$ cat src/rtl/regmask_fwd_pkg.sv
package regmask_fwd_pkg;
  // Age of stage s counted from the head along the ring.
  function automatic int unsigned ring_dist(int unsigned s, int unsigned h, int unsigned n);
    return (s >= h) ? (s - h) : (s + n - h);
  endfunction
  // Ring index offset by a signed step.
  function automatic int unsigned ring_step(int unsigned s, int d, int unsigned n);
    int t;
    t = int'(s) + d;
    if (t < 0) t = t + int'(n);
    if (t >= int'(n)) t = t - int'(n);
    return int'(t);
  endfunction
endpackage

$ cat src/rtl/regmask_write_walk.sv
module regmask_write_walk
  import regmask_fwd_pkg::*;
#(
  parameter int NSTAGE = 4,
  parameter int NREG   = 32,
  localparam int IDX_W = (NSTAGE > 1) ? $clog2(NSTAGE) : 1,
  localparam int REG_W = (NREG > 1) ? $clog2(NREG) : 1
) (
  input  logic [IDX_W-1:0]             head_idx,
  input  logic [NSTAGE-1:0]            live,
  input  logic [NSTAGE-1:0][NREG-1:0]  cre,
  input  logic                         wr_valid,
  input  logic [IDX_W-1:0]             wr_idx,
  input  logic [REG_W-1:0]             wr_reg,
  output logic                         src_hit,
  output logic [NSTAGE-1:0]            fwd
);
  // Walk younger stages from the writer until a producer of the same
  // register, an idle stage, or the head closes the path.
  always_comb begin
    logic open;
    int unsigned s;
    src_hit = wr_valid && live[wr_idx] && cre[wr_idx][wr_reg];
    open    = src_hit;
    fwd     = '0;
    for (int d = 1; d < NSTAGE; d++) begin
      s = ring_step(int'(wr_idx), d, NSTAGE);
      if (s == int'(head_idx)) open = 1'b0;
      if (open && live[s]) begin
        fwd[s] = 1'b1;
        if (cre[s][wr_reg]) open = 1'b0;
      end else begin
        open = 1'b0;
      end
    end
  end
endmodule

$ cat src/rtl/regmask_alloc_scan.sv
module regmask_alloc_scan
  import regmask_fwd_pkg::*;
#(
  parameter int NSTAGE = 4,
  parameter int NREG   = 32,
  localparam int IDX_W = (NSTAGE > 1) ? $clog2(NSTAGE) : 1
) (
  input  logic [IDX_W-1:0]             head_idx,
  input  logic [IDX_W-1:0]             alloc_idx,
  input  logic [NSTAGE-1:0]            older_live,
  input  logic [NSTAGE-1:0][NREG-1:0]  cre,
  input  logic [NSTAGE-1:0][NREG-1:0]  outstanding,
  input  logic [NREG-1:0]              use_mask,
  output logic [NREG-1:0]              pend
);
  // Nearest older stage first: a producer claims the register, and it
  // is pending only while that producer still owes its final write.
  always_comb begin
    logic [NREG-1:0] open_regs;
    int unsigned s;
    int unsigned my_age;
    open_regs = use_mask;
    pend      = '0;
    my_age    = ring_dist(int'(alloc_idx), int'(head_idx), NSTAGE);
    for (int d = 1; d < NSTAGE; d++) begin
      s = ring_step(int'(alloc_idx), -d, NSTAGE);
      if (older_live[s] && ring_dist(s, int'(head_idx), NSTAGE) < my_age) begin
        pend      = pend | (open_regs & cre[s] & outstanding[s]);
        open_regs = open_regs & ~cre[s];
      end
    end
  end
endmodule

$ cat src/rtl/regmask_fwd.sv
module regmask_fwd #(
  parameter int NSTAGE = 4,
  parameter int NREG   = 32,
  localparam int IDX_W = (NSTAGE > 1) ? $clog2(NSTAGE) : 1,
  localparam int REG_W = (NREG > 1) ? $clog2(NREG) : 1
) (
  input  logic                     clk,
  input  logic                     rst,
  input  logic [IDX_W-1:0]         head_idx,
  input  logic                     alloc_valid,
  input  logic [IDX_W-1:0]         alloc_idx,
  input  logic [NREG-1:0]          alloc_use,
  input  logic [NREG-1:0]          alloc_create,
  input  logic                     wr_valid,
  input  logic [IDX_W-1:0]         wr_idx,
  input  logic [REG_W-1:0]         wr_reg,
  input  logic                     commit_valid,
  input  logic [NSTAGE-1:0]        squash,
  output logic [NSTAGE*NREG-1:0]   reg_ready
);
  logic [NSTAGE-1:0]            live_q, live_n, kill, older_live;
  logic [NSTAGE-1:0][NREG-1:0]  cre_q, cre_n;
  logic [NSTAGE-1:0][NREG-1:0]  owe_q, owe_n;
  logic [NSTAGE-1:0][NREG-1:0]  pend_q, pend_n;
  logic [NSTAGE-1:0][NREG-1:0]  ready_q, ready_n;
  logic [NSTAGE-1:0]            fwd;
  logic                         src_hit;
  logic [NREG-1:0]              new_pend;
  logic [NREG-1:0]              wr_bit;

  assign wr_bit = NREG'(1) << wr_reg;

  always_comb begin
    for (int s = 0; s < NSTAGE; s++)
      kill[s] = squash[s] || (commit_valid && head_idx == IDX_W'(s));
  end
  assign older_live = live_q & ~kill;

  regmask_write_walk #(.NSTAGE(NSTAGE), .NREG(NREG)) u_walk (
    .head_idx (head_idx),
    .live     (older_live),
    .cre      (cre_q),
    .wr_valid (wr_valid),
    .wr_idx   (wr_idx),
    .wr_reg   (wr_reg),
    .src_hit  (src_hit),
    .fwd      (fwd)
  );

  // Outstanding-producer state after this cycle's write report.
  logic [NSTAGE-1:0][NREG-1:0] owe_after;
  always_comb begin
    for (int s = 0; s < NSTAGE; s++) begin
      owe_after[s] = owe_q[s];
      if (src_hit && wr_idx == IDX_W'(s)) owe_after[s] = owe_q[s] & ~wr_bit;
    end
  end

  regmask_alloc_scan #(.NSTAGE(NSTAGE), .NREG(NREG)) u_scan (
    .head_idx    (head_idx),
    .alloc_idx   (alloc_idx),
    .older_live  (older_live),
    .cre         (cre_q),
    .outstanding (owe_after),
    .use_mask    (alloc_use),
    .pend        (new_pend)
  );

  always_comb begin
    for (int s = 0; s < NSTAGE; s++) begin
      if (alloc_valid && alloc_idx == IDX_W'(s)) begin
        live_n[s] = 1'b1;
        cre_n[s]  = alloc_create;
        owe_n[s]  = alloc_create;
        pend_n[s] = new_pend;
      end else if (kill[s]) begin
        live_n[s] = 1'b0;
        cre_n[s]  = '0;
        owe_n[s]  = '0;
        pend_n[s] = '0;
      end else begin
        live_n[s] = live_q[s];
        cre_n[s]  = cre_q[s];
        owe_n[s]  = owe_after[s];
        pend_n[s] = fwd[s] ? (pend_q[s] & ~wr_bit) : pend_q[s];
      end
      ready_n[s] = live_n[s] ? ~pend_n[s] : '0;
    end
  end

  always_ff @(posedge clk) begin
    if (rst) begin
      live_q  <= '0;
      cre_q   <= '0;
      owe_q   <= '0;
      pend_q  <= '0;
      ready_q <= '0;
    end else begin
      live_q  <= live_n;
      cre_q   <= cre_n;
      owe_q   <= owe_n;
      pend_q  <= pend_n;
      ready_q <= ready_n;
    end
  end

  assign reg_ready = ready_q;

  // flags are clear on the cycle after reset
  a_r1_reset_clear: assert property (@(posedge clk) disable iff (rst)
    $past(rst) |-> reg_ready == '0);

  for (genvar g = 0; g < NSTAGE; g++) begin : g_chk
    // squash empties the stage
    a_r8_squash_clears: assert property (@(posedge clk) disable iff (rst)
      squash[g] && !(alloc_valid && alloc_idx == IDX_W'(g)) |=> ready_q[g] == '0);
    // retirement of the head empties it
    a_r9_commit_clears: assert property (@(posedge clk) disable iff (rst)
      commit_valid && head_idx == IDX_W'(g) && !squash[g] &&
      !(alloc_valid && alloc_idx == IDX_W'(g)) |=> ready_q[g] == '0);
    // flags only rise while the stage holds its window
    a_r5_ready_monotonic: assert property (@(posedge clk) disable iff (rst)
      !(alloc_valid && alloc_idx == IDX_W'(g)) && !squash[g] &&
      !(commit_valid && head_idx == IDX_W'(g))
      |=> ($past(ready_q[g]) & ~ready_q[g]) == '0);
    // registers not consumed are ready right after allocation
    a_r2_unused_ready: assert property (@(posedge clk) disable iff (rst)
      alloc_valid && alloc_idx == IDX_W'(g)
      |=> (ready_q[g] | $past(alloc_use)) == {NREG{1'b1}});
  end
endmodule

$ cat config.mk
export PLATFORM = sky130hd
export DESIGN_NAME = regmask_fwd
export DESIGN_NICKNAME = d
export VERILOG_FILES = /design/src/rtl/regmask_fwd_pkg.sv /design/src/rtl/regmask_write_walk.sv /design/src/rtl/regmask_alloc_scan.sv /design/src/rtl/regmask_fwd.sv
export SDC_FILE = /design/constraint.sdc
export NUM_CORES = 2
export LEC_CHECK = 0
export ABC_AREA = 1
export BUFFER_PORTS_ARGS = -buffer_cell sky130_fd_sc_hd__buf_2
export CORE_ASPECT_RATIO = 1.4
export CORE_MARGIN = 3
export CORE_UTILIZATION = 58
export CTS_BUF_LIST = sky130_fd_sc_hd__clkbuf_2 sky130_fd_sc_hd__clkbuf_4 sky130_fd_sc_hd__clkbuf_8
export CTS_CLUSTER_DIAMETER = 50
export DETAILED_ROUTE_END_ITERATION = 10
export GPL_TIMING_DRIVEN = 0
export PLACE_DENSITY = 0.87
export RECOVER_POWER = 100
export SLEW_MARGIN = 15
export SYNTH_ARGS = -nofsm -noshare
export SYNTH_HDL_FRONTEND = slang
export SYNTH_SLANG_ARGS = --single-unit
export TNS_END_PERCENT = 50
$ cat constraint.sdc
create_clock -name clk -period 6.8 [get_ports clk]
set_clock_uncertainty 0.05 [all_clocks]
set_input_delay 0.68 -clock clk [delete_from_list [all_inputs] [get_ports clk]]
set_output_delay 0.68 -clock clk [all_outputs]
set_load 0.005 [all_outputs]
==> impl_metrics.tcl, run 1 <==
set metrics [dict create \
    yosys.area.top_type "dfxtp_1" \
    yosysWarnings 0 \
    stop_stage "global routing (5_1_grt)" \
    synth.area.mux_share_pct 0 \
    ys.flop_type "dfxtp_1" \
    synthSimpleGateAreaFrac_pct 47.3 \
    ys_top_cells_by_area "dfxtp_1 (30%), nand3_1 (17%), nand2_1 (17%)" \
    postSynthRegisterBits 516 \
    syn_nets 5706 \
    syn_avg_cell_area_um2 6.07 \
    grt_pass1_wl_um 286000 \
    grt_max_degree 28 \
    initial_utilization_pct 58.8 \
    portBuffers 208 \
    die_x_um 210 \
    netlist_area_um2 33900 \
    synth_xor_area_share_pct 0.0517 \
    cts_buffer_depth 3 \
    fp-row-count 104 \
    hpwl_um 146000 \
    synth_common_cells "nand2_1 (1509), nand3_1 (1138), dfxtp_1 (516)" \
    io_pins 212 \
    synth_fa_ha_area_share_pct 1.60 \
    gp_congestion 1.38 \
    synth_top_family_by_area "simple AND/OR/NAND/NOR gates" \
    grtUsageTotal_pct 62.6 \
    cts_max_level 3 \
    synth.most_common_cell "nand2_1" \
    gr-total-overflow 9 \
    ys_types 37 \
    cts_sinks 516 \
    cts_buffers 85 \
    ys_async_sr_fraction_pct 0 \
    netlist.area_leader.share_pct 30.5 \
    error "[ERROR GRT-0116] Global routing finished with congestion. Check the congestion regions in the DRC Viewer." \
    outcome "stopped before the end" \
    syn_inst 5581 \
    yosysSeqAreaShare_pct 30.5 \
    grt_pass1_vias 44026 \
    synth_compound_area_share_pct 10.9 \
    synth_edf_count 0 \
    dp.cells 6532 \
    die_h_um 292 \
    cts_root_buffer "clkbuf_8" \
]
## through the flow
step / setup WS, ns / setup TNS [ns] / area [um2]
floorplan: 0.431 / 0 / 33900
detailed placement: -4.28 / -1019.77 / 35900
global placement: -4.70 / -1121.27 / 35800
CTS: 0.00996 / 0 / 37900
## logic make-up after synthesis
| kind of cell | Yosys count |
|---|---|
| and+or+nand+nor | 3556 |
| buffers and inverters | 767 |
| AOI/OAI and AO/OA | 699 |
| DFF | 516 |
| adders and majority gates | 41 |
| xor gates and xnor gates | 2 |
## timing repair
item / 4_1_cts
resized for setup: 45
pin swaps: 0
endpoints found under the setup margin: 256
hold buffers: 0
setup buffers: 1
## routing by layer
metal | GRT overflow | track usage, %
met1 | 0 | 64.8
met3 | 2 | 34.6
met2 | 3 | 85.0
met4 | 4 | 66.4
met5 | 0 | 5.25
==> inputs of run 2 (changes only) <==
CORE_ASPECT_RATIO = not set   (was 1.4)
CORE_UTILIZATION = 40   (was 58)
CTS_BUF_LIST = not set   (was sky130_fd_sc_hd__clkbuf_2 sky130_fd_sc_hd__clkbuf_4 sky130_fd_sc_hd__clkbuf_8)
CTS_CLUSTER_DIAMETER = not set   (was 50)
PLACE_DENSITY = not set   (was 0.87)
PLACE_DENSITY_LB_ADDON = 0.15   (was not set)
clock period = 8.85 ns   (was 6.8 ns; I/O delays follow)
==> impl_metrics.tcl, run 2 <==
set metrics [dict create \
    power_frac_comb_pct 20.4 \
    setup_ws_ns -0.0591 \
    cts_setup_buffers 0 \
    cts_hold_buf 0 \
    path_class "in -> reg" \
    syn_nets 5706 \
    clkLatencyLatePin_ns 0.69 \
    grt_max_degree 20 \
    drt_iter0_drc 6700 \
    layout-drive-gt1-share_pct 7.79 \
    drtAntennaViolNets 0 \
    tightest_slew_ns 1.56 \
    hold_viol 0 \
    cts_buffers 61 \
    violations "capacitance limit, slew limit, setup timing" \
    worstPathArrival_ns 9.39 \
    initial_utilization_pct 40.4 \
    cts_tree "yes" \
    netlist.area_leader.share_pct 30.5 \
    gp_congestion 1.11 \
    fp-row-count 106 \
    ys.flop_type "dfxtp_1" \
    grt_setup_unrepaired "no" \
    wl_per_cell_um 30.0 \
    drc 0 \
    grtUsageTotal_pct 45.6 \
    final_util_pct 46.1 \
    cp_common_cell "clkbuf_2" \
    yosys.area.top_type "dfxtp_1" \
    stdcell_count 7041 \
    seqPwrFrac_pct 36.8 \
    yosysSeqAreaShare_pct 30.5 \
    worstPathMaxFanout 19 \
    postSynthRegisterBits 516 \
    nFillCells 9200 \
    cts_resized 21 \
    net-switching-power_mw 2.30 \
    critical-path-max-stage-delay_ns 0.76 \
    vias 43353 \
    grt_antenna_before_repair 9 \
    gr-total-overflow 0 \
    min_path_type "reg -> reg" \
    end_kind "flop" \
    slew_violations 11 \
    synth.most_common_cell "nand2_1" \
    tns_ns -0.127 \
    fin_crit_ns 8.91 \
    netlist_area_um2 33900 \
    dp.cells 6927 \
    hpwl_um 170000 \
    final_cell_mix "nand2_1 (1509), nand3_1 (1137), dfxtp_1 (516), nor2_1 (430), nand4_1 (391)" \
    syn_avg_cell_area_um2 6.07 \
    swShare_pct 34.7 \
    cts.clk_slew.worst_paths_ns 0.06 \
    ys_async_sr_fraction_pct 0 \
    routed_wl_um 211000 \
    outcome "finished, violations left" \
    synth_edf_count 0 \
    portBuffers 208 \
    grt_pass1_vias 38983 \
    ys_top_cells_by_area "dfxtp_1 (30%), nand3_1 (17%), nand2_1 (17%)" \
    leakage_nw 15.9 \
    design.die.area_um2 88200 \
    grt_pass1_wl_um 290000 \
    fmax_mhz 112 \
    crit_slowest_cell "nor4_1" \
    dr.pass1.iters 8 \
    core_area_um2 83800 \
    cts_root_buffer "clkbuf_16" \
    synth_common_cells "nand2_1 (1509), nand3_1 (1138), dfxtp_1 (516)" \
    area.growth.synth_to_final_pct 14.2 \
    die_h_um 297 \
    p_int_mw 4.33 \
    die_x_um 297 \
    crit_required_ns 9.33 \
    drt-vias-per-instance 6.16 \
    maxCapViolations 1 \
    power_density_nw_per_um2 171 \
    power_frac_clock_pct 42.9 \
    cts_sinks 516 \
    fin_nets 5978 \
    finalCritPeriodShare_pct 101 \
    yosysWarnings 0 \
    setup_viol 3 \
    ys_types 37 \
    max-vdd-ir-drop_v 0.000173 \
    cts_max_level 2 \
    cts_buffer_depth 3 \
    syn_inst 5581 \
    max-slew-margin-rel_pct -4.32 \
    start_kind "input pin" \
    io_pins 212 \
    final_common_cell "nand2_1" \
]
==> run 2: critical path: cells and delay by family <==
kind | cells | cell delay [ns]
buf+inv | 12 | 4.13
simple gates | 6 | 1.78
fa+ha+maj | 3 | 1.41
compound gates | 5 | 1.13
==> run 2: path summary, 6_finish.rpt <==
kind	from	endpoint	slack, ns	cells past startpoint
worst max-delay path	alloc_idx[0]	reg_ready[23]$_SDFF_PP0_	-0.06	26
worst min register to register	cre_q[108]$_SDFFE_PP0P_	cre_q[108]$_SDFFE_PP0P_	0.41	2
worst max register to register	live_q[2]$_SDFF_PP0_	reg_ready[8]$_SDFF_PP0_	3.96	16
worst min-delay path	cre_q[108]$_SDFFE_PP0P_	cre_q[108]$_SDFFE_PP0P_	0.41	2
==> run 2: logic make-up after synthesis <==
kind of cell | synth area share (%)
AND/OR/NAND/NOR | 47.3
buffers and inverters | 9.62
AO/OA/AOI/OAI | 10.9
flip-flops | 30.5
adder cells (fa/ha/maj) | 1.60
XOR/XNOR | 0.0517
==> run 2: area by class of cell <==
type	instances	area, um2	share of cell area, %
clock inverter	39	512	1.32
tap	1134	1420	3.67
buffer	433	1970	5.09
timing repair buffer	212	986	2.55
inverter	331	1240	3.22
multi-input combinational	4298	20500	53.0
antenna	2	5.00	0.0129
sequential	516	10300	26.7
clock buffer	76	1710	4.43
==> run 2: routing by layer <==
metal / global-route usage (%) / up-vias / part of all wire, %
met5: 0 / - / 0.066
met4: 31.2 / 6 / 8.6
met3: 12.1 / 830 / 12
met2: 69.4 / 3147 / 42
met1: 56.2 / 19810 / 37
li1: - / 19560 / -
==> run 2: metrics by stage <==
step | power, mW | hold slack [ns] | setup slack [ns] | area [um2]
floorplan | 3.17 | 0.391 | 2.28 | 33900
global placement | 3.75 | 0.401 | -3.84 | 36300
detailed placement | 3.75 | 0.408 | -3.88 | 36400
CTS | 6.54 | 0.416 | 0.0144 | 38700
global route | 6.75 | 0.439 | 0.0188 | 38700
finish | 6.62 | 0.413 | -0.0591 | 38700
==> run 2: power groups by stage <==
stage,Sequential (mW),Clock (mW),Combinational (mW)
3_3_place_gp,2.48,0,1.26
2_1_floorplan,2.48,0,0.694
6_report,2.44,2.84,1.35
4_1_cts,2.43,2.83,1.27
5_1_grt,2.44,2.92,1.39
3_5_place_dp,2.48,0,1.26
Note: power is estimated with default switching activity, not from simulation.
